===== config.mk =====
export PLATFORM = sky130hd
export DESIGN_NAME = nand_bbt_scan
export DESIGN_NICKNAME = d
export VERILOG_FILES = /design/src/rtl/bbt_pkg.sv /design/src/rtl/bbt_walker.sv /design/src/rtl/bbt_bitmap.sv /design/src/rtl/bbt_tally.sv /design/src/rtl/nand_bbt_scan.sv
export SDC_FILE = /design/constraint.sdc
export NUM_CORES = 2
export LEC_CHECK = 0
export ABC_AREA = 1
export BUFFER_PORTS_ARGS = -buffer_cell sky130_fd_sc_hd__clkbuf_2
export CORE_ASPECT_RATIO = 1.25
export CORE_UTILIZATION = 55
export DETAILED_ROUTE_END_ITERATION = 7
export GPL_TIMING_DRIVEN = 1
export PLACE_DENSITY_LB_ADDON = 0.12
export SLEW_MARGIN = 20
export SYNTH_ARGS = -nofsm -noshare
export SYNTH_HDL_FRONTEND = slang
export SYNTH_SLANG_ARGS = --single-unit

===== constraint.sdc =====
create_clock -name clk -period 2.75 [get_ports clk]
set_input_delay 0.4125 -clock clk [delete_from_list [all_inputs] [get_ports clk]]
set_output_delay 0.4125 -clock clk [all_outputs]
set_load 0.005 [all_outputs]

===== src/rtl/bbt_pkg.sv =====
package bbt_pkg;

  typedef enum logic [1:0] {
    ST_IDLE   = 2'd0,
    ST_ISSUE  = 2'd1,
    ST_WAIT   = 2'd2,
    ST_FINISH = 2'd3
  } scan_state_t;

  localparam logic [7:0] ERASED_BYTE = 8'hFF;

  // A spare byte that is not in the erased state marks the block unusable.
  function automatic logic marker_says_bad(input logic [7:0] spare);
    return spare != ERASED_BYTE;
  endfunction

endpackage


===== src/rtl/bbt_walker.sv =====
module bbt_walker
  import bbt_pkg::*;
#(
  parameter int NUM_BLOCKS      = 2048,
  parameter int PAGES_PER_BLOCK = 64,
  parameter int MARK_COL        = 2048,
  parameter int BLK_W           = 11,
  parameter int ROW_W           = 17,
  parameter int COL_W           = 12
) (
  input  logic             clk,
  input  logic             rst_n,
  input  logic             scan_go,
  input  logic             rd_done,
  input  logic [7:0]       rd_byte,
  output logic             rd_start,
  output logic [ROW_W-1:0] rd_row,
  output logic [COL_W-1:0] rd_col,
  output logic             busy,
  output logic             done_pulse,
  output logic             ev_accept,
  output logic             ev_mark,
  output logic [BLK_W-1:0] mark_blk
);

  localparam logic [BLK_W-1:0] LAST_BLK = BLK_W'(NUM_BLOCKS - 1);

  // Row of a page: block-major, page-minor.
  function automatic logic [ROW_W-1:0] row_of(input logic [BLK_W-1:0] b, input logic p);
    return ROW_W'(b) * ROW_W'(PAGES_PER_BLOCK) + ROW_W'(p);
  endfunction

  scan_state_t      state;
  logic [BLK_W-1:0] blk;
  logic             pg;

  logic sample, bad_now, block_end, at_last;

  assign sample    = (state == ST_WAIT) && rd_done;
  assign bad_now   = marker_says_bad(rd_byte);
  assign block_end = bad_now || pg;
  assign at_last   = (blk == LAST_BLK);

  assign ev_accept  = (state == ST_IDLE) && scan_go;
  assign ev_mark    = sample && bad_now;
  assign mark_blk   = blk;
  assign rd_start   = (state == ST_ISSUE);
  assign rd_row     = row_of(blk, pg);
  assign rd_col     = COL_W'(MARK_COL);
  assign busy       = (state != ST_IDLE);
  assign done_pulse = (state == ST_FINISH);

  always_ff @(posedge clk or negedge rst_n) begin
    if (!rst_n) begin
      state <= ST_IDLE;
      blk   <= '0;
      pg    <= 1'b0;
    end else begin
      case (state)
        ST_IDLE: begin
          if (scan_go) begin
            state <= ST_ISSUE;
            blk   <= '0;
            pg    <= 1'b0;
          end
        end
        ST_ISSUE: state <= ST_WAIT;
        ST_WAIT: begin
          if (sample) begin
            if (block_end) begin
              if (at_last) begin
                state <= ST_FINISH;
              end else begin
                blk   <= blk + 1'b1;
                pg    <= 1'b0;
                state <= ST_ISSUE;
              end
            end else begin
              pg    <= 1'b1;
              state <= ST_ISSUE;
            end
          end
        end
        default: state <= ST_IDLE;
      endcase
    end
  end

endmodule


===== src/rtl/bbt_bitmap.sv =====
module bbt_bitmap #(
  parameter int NUM_BLOCKS = 2048,
  parameter int BLK_W      = 11
) (
  input  logic             clk,
  input  logic             rst_n,
  input  logic             clear,
  input  logic             set_en,
  input  logic [BLK_W-1:0] set_idx,
  input  logic [BLK_W-1:0] rd_idx,
  output logic             rd_bit
);

  logic [NUM_BLOCKS-1:0] bits;

  always_ff @(posedge clk or negedge rst_n) begin
    if (!rst_n) begin
      bits <= '0;
    end else if (clear) begin
      bits <= '0;
    end else if (set_en) begin
      bits[set_idx] <= 1'b1;
    end
  end

  assign rd_bit = bits[rd_idx];

endmodule


===== src/rtl/bbt_tally.sv =====
module bbt_tally #(
  parameter int COUNT_W   = 12,
  parameter int BAD_LIMIT = 40
) (
  input  logic               clk,
  input  logic               rst_n,
  input  logic               clear,
  input  logic               inc,
  output logic [COUNT_W-1:0] count,
  output logic               over
);

  function automatic logic over_limit(input logic [COUNT_W-1:0] c);
    return c > COUNT_W'(BAD_LIMIT);
  endfunction

  always_ff @(posedge clk or negedge rst_n) begin
    if (!rst_n) begin
      count <= '0;
    end else if (clear) begin
      count <= '0;
    end else if (inc) begin
      count <= count + 1'b1;
    end
  end

  assign over = over_limit(count);

endmodule


===== src/rtl/nand_bbt_scan.sv =====
module nand_bbt_scan #(
  parameter int NUM_BLOCKS      = 2048,
  parameter int PAGES_PER_BLOCK = 64,
  parameter int MARK_COL        = 2048,
  parameter int BAD_LIMIT       = 40,
  parameter int COL_W           = 12,
  localparam int BLK_W   = $clog2(NUM_BLOCKS),
  localparam int ROW_W   = $clog2(NUM_BLOCKS * PAGES_PER_BLOCK),
  localparam int COUNT_W = $clog2(NUM_BLOCKS + 1)
) (
  input  logic               clk,
  input  logic               rst_n,
  input  logic               scan_go,
  output logic               busy,
  output logic               done_pulse,
  output logic [COUNT_W-1:0] bad_count,
  output logic               too_many_bad,
  input  logic [BLK_W-1:0]   map_idx,
  output logic               map_bad,
  output logic               rd_start,
  output logic [ROW_W-1:0]   rd_row,
  output logic [COL_W-1:0]   rd_col,
  input  logic               rd_done,
  input  logic [7:0]         rd_byte
);

  logic             ev_accept;
  logic             ev_mark;
  logic [BLK_W-1:0] mark_blk;

  bbt_walker #(
    .NUM_BLOCKS     (NUM_BLOCKS),
    .PAGES_PER_BLOCK(PAGES_PER_BLOCK),
    .MARK_COL       (MARK_COL),
    .BLK_W          (BLK_W),
    .ROW_W          (ROW_W),
    .COL_W          (COL_W)
  ) i_walker (
    .clk       (clk),
    .rst_n     (rst_n),
    .scan_go   (scan_go),
    .rd_done   (rd_done),
    .rd_byte   (rd_byte),
    .rd_start  (rd_start),
    .rd_row    (rd_row),
    .rd_col    (rd_col),
    .busy      (busy),
    .done_pulse(done_pulse),
    .ev_accept (ev_accept),
    .ev_mark   (ev_mark),
    .mark_blk  (mark_blk)
  );

  bbt_bitmap #(
    .NUM_BLOCKS(NUM_BLOCKS),
    .BLK_W     (BLK_W)
  ) i_bitmap (
    .clk    (clk),
    .rst_n  (rst_n),
    .clear  (ev_accept),
    .set_en (ev_mark),
    .set_idx(mark_blk),
    .rd_idx (map_idx),
    .rd_bit (map_bad)
  );

  bbt_tally #(
    .COUNT_W  (COUNT_W),
    .BAD_LIMIT(BAD_LIMIT)
  ) i_tally (
    .clk  (clk),
    .rst_n(rst_n),
    .clear(ev_accept),
    .inc  (ev_mark),
    .count(bad_count),
    .over (too_many_bad)
  );

endmodule


# Word level (Yosys, flattened, before mapping)
# Cells that the tools add are included.
[totals]
register_bits = 2074
in_bits = 23
out_inout_bits = 46
wordCells = 58
[classes]
add_sub_neg = 3
magnitude_cmp = 4
n_eq_ne = 10
mux = 23
bitwise = 1
reduce_logical = 12
[op_table]
columns = ["cell", "n"]
rows = [
  ["2-to-1 mux 2048 bit", 2],
  ["bitwise OR 2048 bit", 1],
  ["2-to-1 mux 11 bit", 4],
  ["less-than comparator 11 x 12 -> 1 bit, second input constant", 2],
  ["2-to-1 mux 12 bit", 2],
  ["case mux 11 bit (2 select lines)", 1],
  ["adder 17 x 1 -> 17 bit", 1],
  ["adder 12 x 1 -> 12 bit, second input constant", 1],
  ["greater-than comparator 12 x 6 -> 1 bit, second input constant", 1],
  ["adder 11 x 1 -> 11 bit, second input constant", 1],
  ["binary-select mux 1 bit (select 11 bit)", 1],
  ["demux 1 bit (select 11 bit)", 1],
  ["== test 11 bit, second input constant", 1],
  ["greater-or-equal comparator 11 x 1 -> 1 bit, second input constant", 1],
  ["2-to-1 mux 2 bit", 4],
  ["!= test 8 bit, second input constant", 1],
  ["2-to-1 mux 1 bit", 6],
  ["case mux 2 bit (3 select lines)", 1],
  ["nonzero test 2 bit", 3],
  ["AND reduction 5 bit", 1],
  ["== test 2 bit, second input constant", 2],
  ["logical AND 1 bit", 4],
  ["!= test 2 x 1 -> 1 bit, second input constant", 2],
  ["!= test 2 bit, second input constant", 2],
  ["7 further kinds", 7],
]

# Depth between registers and ports, before layout
[depth]
word_depth = 7
mapped_depth = 17
ltp_nobuf = 16

# Modules after synthesis
# From an unflattened synthesis, not the netlist that was laid out.
[hier_totals]
hier_cells = 12002
hier_area_um2 = 96348.7
[by_module_without_submodules]
columns = ["module", "instances", "cells_per_inst", "area_each_um2"]
rows = [
  ["bbt_bitmap", 1, 11741, 94470.6],
  ["bbt_walker", 1, 170, 1169.9],
  ["bbt_tally", 1, 91, 708.2],
]

# Worst setup path before layout
# Ideal clock, no wire load.
[synth_path]
path_kind = "input to output"
start = "input map_idx[0]"
end = "output map_bad"
t_arrival_ps = 1814
required_ps = 2338
path_slack_ps = 524
stages = 16
cell_sequence = "buf_4 buf_6 buf_6 buf_2 a21oi_1 o21ai_0 nand3_1 nand3_1 nand3_1 nand3_1 nand3_1 nand3_1 nand3_1 nand3_1 nand3_1 nand2_1"
[synth_via]
elab_chain_len = 2
[synth_rtl]
columns = ["element", "line", "rtl"]
rows = [
  ["from (decl)", "nand_bbt_scan.sv:18", "input logic [BLK_W-1:0] map_idx,"],
  ["binary-select mux 1 bit (select 11 bit)", "bbt_bitmap.sv:26", "assign rd_bit = bits[rd_idx];"],
  ["2-to-1 mux 1 bit (not written as such)", "bbt_bitmap.sv:26", ""],
  ["to (decl)", "nand_bbt_scan.sv:19", "output logic map_bad,"],
]
# Every way passes these cells. The select of a mux whose other input is x is not followed.

# Worst setup path in the final report
# Ends and elaborated chain as after synthesis.

==> impl_results.md <==
* Run status: finished, violations left
* Violated checks: setup timing
* Worst-Skew Late Latency at 890 ps
* Routed wirelength normalized by instance count at around 25 µm
* Via count of the first global-routing pass at 84,414
* Kind of end point of the critical path: output port
* Critical Path Most Common Cell: sky130_fd_sc_hd__nand3_2
* Number of maximum-capacitance violations at 0
* Post-layout min period at 3190 ps
* Number of flops mapped to enable cells by yosys at 0
* Top cells by area in the synthesized netlist: sky130_fd_sc_hd__dfrtp_1 55%, sky130_fd_sc_hd__a21oi_1 12%, sky130_fd_sc_hd__nand3_1 10%
* First-pass GRT wire length at ~530,000 µm
* Slew Viols, Final at 0
* Initial cell density of the core at a little under three fifths
* H-tree depth at 4
* DP Wirelength at just over 200,000 µm
* Routed WL at 354,000 µm
* Element type at the critical path start: primary input
* All-Layer GR Usage at roughly 40%
* YS warnings at 0
* Leak at roughly 52 nW
* Max-Slew Margin vs Limit at between 40% and 50%
* Netlist Area Pre-Place at approximately 94,000 µm²
* TritonCTS clock tree: done
* Number of vias after detailed routing at ~89,000
* Most instantiated library cell after synthesis: sky130_fd_sc_hd__a21oi_1
* Die Height at ~470 µm
* Area of the core at between 150,000 and 200,000 µm²
* Final hold violation count at 0
* Leftover overflow at the end of global routing at 0
* Top cell types by occurrence after synthesis: 2,221 x sky130_fd_sc_hd__a21oi_1, 2,074 x sky130_fd_sc_hd__dfrtp_1, 1,978 x sky130_fd_sc_hd__nor2_1
* Maximum vdd drop at around 560 µV
* WHS Path Cells at 7
* Register clock-pin slew on the reported worst setup and hold paths at 60 ps
* Mapped Avg Cell Area at slightly above 8 µm²
* Vias/cell at about 6.3
* Hold Path Origin: rd_byte[4]
* Cell chosen for the clock root: sky130_fd_sc_hd__clkbuf_16
* Endpoint of the lowest-slack register-to-register path: i_bitmap.bits[307]$_DFFE_PN0P_
* Ratio of cells with drive above 1 in the final layout at 12.1%
* Post-route setup slack at -439 ps
* Floorplan die area at ~170,000 µm²
* Ys async rst share at 100%
* Startpoint of the most critical register-to-register path: i_walker.state[0]$_DFFE_PN0P_
* Number of routed nets with antenna violations at 0
* Max Clock Skew at ~36 ps
* Area growth from synthesis to final layout at 17.3%
* Total number of clock tree sinks at between 2,000 and 2,500
* Number of failing setup endpoints in the final timing report at 1
* Net count, final at ~12,000
* Number of search-and-repair iterations in the first detailed-routing pass at 8
* Yosys top cell by area: sky130_fd_sc_hd__dfrtp_1
* Top-Level Pins at 69
* Fraction of the yosys area taken by sequential cells at between 50 and 60%
* Row count at around 170
* Tcrit/Tclk final at 116%
* List of cells traversed by the critical path: buf_16, buf_12, buf_12, buf_16, nand2_1, nand3_1, nand3_2, nand3_1, nand3_2, nand3_2, buf_12, nand3_2, nand3_2, nand3_2, nand3_2, nand3_2, nand2_4, clkbuf_2
* Largest fanout on the critical path at 23
* Critical path start-end classification: in -> out
* WP data required at 2340 ps
* Highest clock rate at around 0.31 GHz
* Dominant register cell in the synthesized netlist: sky130_fd_sc_hd__dfrtp_1
* Arrival time reported for the critical path endpoint at between 2000 and 3000 ps
* Number of violations reported at the end of detailed-routing iteration 0 at roughly 12,000
* Master of the slowest instance on the critical path: sky130_fd_sc_hd__buf_16
* Pin count of the biggest net entering global routing at between 100 and 150
* Buffer levels on the longest clock path at 3
* Transition time at the pin with the least slew margin at just over 800 ps
* Number of buffers created by CTS at ~200
* RSZ-0062 raised after global routing: true
* Number of distinct library cell variants in the gate-level netlist after synthesis at 31
* Yosys top cell area share at between 50 and 60%
* Input/output buffers at a little over 50
* Length in cells of the worst reg-to-reg path at 8
* Hold worst-path end: i_walker.state[1]$_DFFE_PN0P_
* Worst hold path type: in -> reg
* Total design power at 70.2 mW
* Register bit count reported by yosys at around 2,100
* Cell count after synthesis at roughly 12,000
* Power density over cell area at about 630 nW/µm²
* DRC Markers at 0
* Width of the chip at between 300 and 400 µm
* Largest stage delay on the critical path at between 200 and 250 ps
* Post-placement worst setup slack at -955 ps
* Initial antenna violation count at 5
* Final weighted congestion of routability-driven global placement at between 0.9 and 1
* Worst reg-to-reg setup slack at 180 ps
[what timing repair did]
item                                   in CTS  in global routing
setup endpoints to repair                   1                  6
setup buffers                              11                 11
gates cloned                               16                  6
pin swaps                                  46                 23
endpoints found under the hold margin     311                  0
hold buffers                                2                  0
resized for setup                         166                 89
[metal layers]
metal  GRT usage (%)  vias to the layer above  part of all wire [%]
li1                -                    38439                     -
met1            54.8                    43336                    37
met2            61.2                     5434                    44
met3            8.65                     1312                    11
met4            23.5                        6                   7.2
met5               0                        -                 0.011
[worst max-delay path by stage]
stage                                               start  endpoint  slack, ps  cells after the start
after global routing      i_bitmap.bits[1556]$_DFFE_PN0P_   map_bad       -480                     14
after detailed placement                       map_idx[0]   map_bad       -960                     18
after floorplan                                map_idx[0]   map_bad        520                     16
final                                          map_idx[0]   map_bad       -440                     18
after CTS                 i_bitmap.bits[1495]$_DFFE_PN0P_   map_bad       -370                     14
after global placement                         map_idx[0]   map_bad       -950                     18
[through the flow]
step	std cells	TNS, ps	utilization, %	hold slack, ps	cell area [µm²]
after floorplan	11656	0	-	117	94400
after global placement	13575	-954	59.7	406	101000
after detailed placement	13576	-955	59.7	407	101000
after CTS	13972	-371	64.7	37.6	110000
after global routing	13989	-479	65.1	118	111000
final	13992	-439	65.1	74.6	111000
[registers in the layout, indices dropped and copies added, names as in the netlist]
signal / cells
i_walker.mark_blk: 11
i_walker.pg: 1
i_walker.state: 2
i_bitmap.bits: 2048
i_tally.count: 12
[kinds of logic (layout without fill, tap and decap cells)]
family                     count (synthesis)  after routing  share of synthesized area [%]
AOI/OAI and AO/OA                       2393           2393                           12.7
adders and majority gates                  6              6                         0.0796
buffers and inverters                   1287           1396                           6.03
DFF                                     2074           2074                           55.0
other                                      2             21                        0.00796
and+or+nand+nor                         5879           5879                           26.1
[where the power goes]
| part | internal [mW] | total (mW) | switching (mW) |
|---|---|---|---|
| combinational | 2.50 | 9.64 | 7.14 |
| sequential | 30.6 | 30.6 | 0.0645 |
| clock | 17.5 | 30.0 | 12.4 |
| total | 50.6 | 70.2 | 19.6 |
[worst max-delay path: cells and delay by family]
family	cells	cell delay, ps
buffers and inverters	6	1050
and+or+nand+nor	12	1240
[placed cells by master (no fill, tap or decap), types with 13 or more instances in the layout]
cell	Yosys	layout
sky130_fd_sc_hd__a21oi_1	2221	2212
sky130_fd_sc_hd__buf_12	0	235
sky130_fd_sc_hd__buf_16	0	21
sky130_fd_sc_hd__buf_4	70	467
sky130_fd_sc_hd__buf_6	9	23
sky130_fd_sc_hd__bufbuf_16	0	13
sky130_fd_sc_hd__bufinv_16	0	25
sky130_fd_sc_hd__clkbuf_1	514	36
sky130_fd_sc_hd__clkbuf_16	0	214
sky130_fd_sc_hd__clkbuf_2	0	45
sky130_fd_sc_hd__clkbuf_8	0	52
sky130_fd_sc_hd__clkinv_2	0	39
sky130_fd_sc_hd__conb_1	2	17
sky130_fd_sc_hd__dfrtp_1	2074	2074
sky130_fd_sc_hd__inv_1	196	192
sky130_fd_sc_hd__nand2_1	1930	1929
sky130_fd_sc_hd__nand3_1	1916	1778
sky130_fd_sc_hd__nand3_2	1	113
sky130_fd_sc_hd__nand3_4	0	26
sky130_fd_sc_hd__nor2_1	1978	1913
sky130_fd_sc_hd__nor2_2	24	61
sky130_fd_sc_hd__nor2_4	10	38
sky130_fd_sc_hd__o21ai_0	109	91
sky130_fd_sc_hd__o21ai_1	57	73
[area by class of cell]
cell class	count	area, µm²
well taps	2223	2780
multi-input cells	8295	38000
repair buffers	819	9970
clock inverters	75	1070
diodes	4	10.0
clock buffers	296	6060
inverters	206	835
flip-flops and latches	2074	51900
fillers	14226	59400
(Power assumes the default switching activity.)
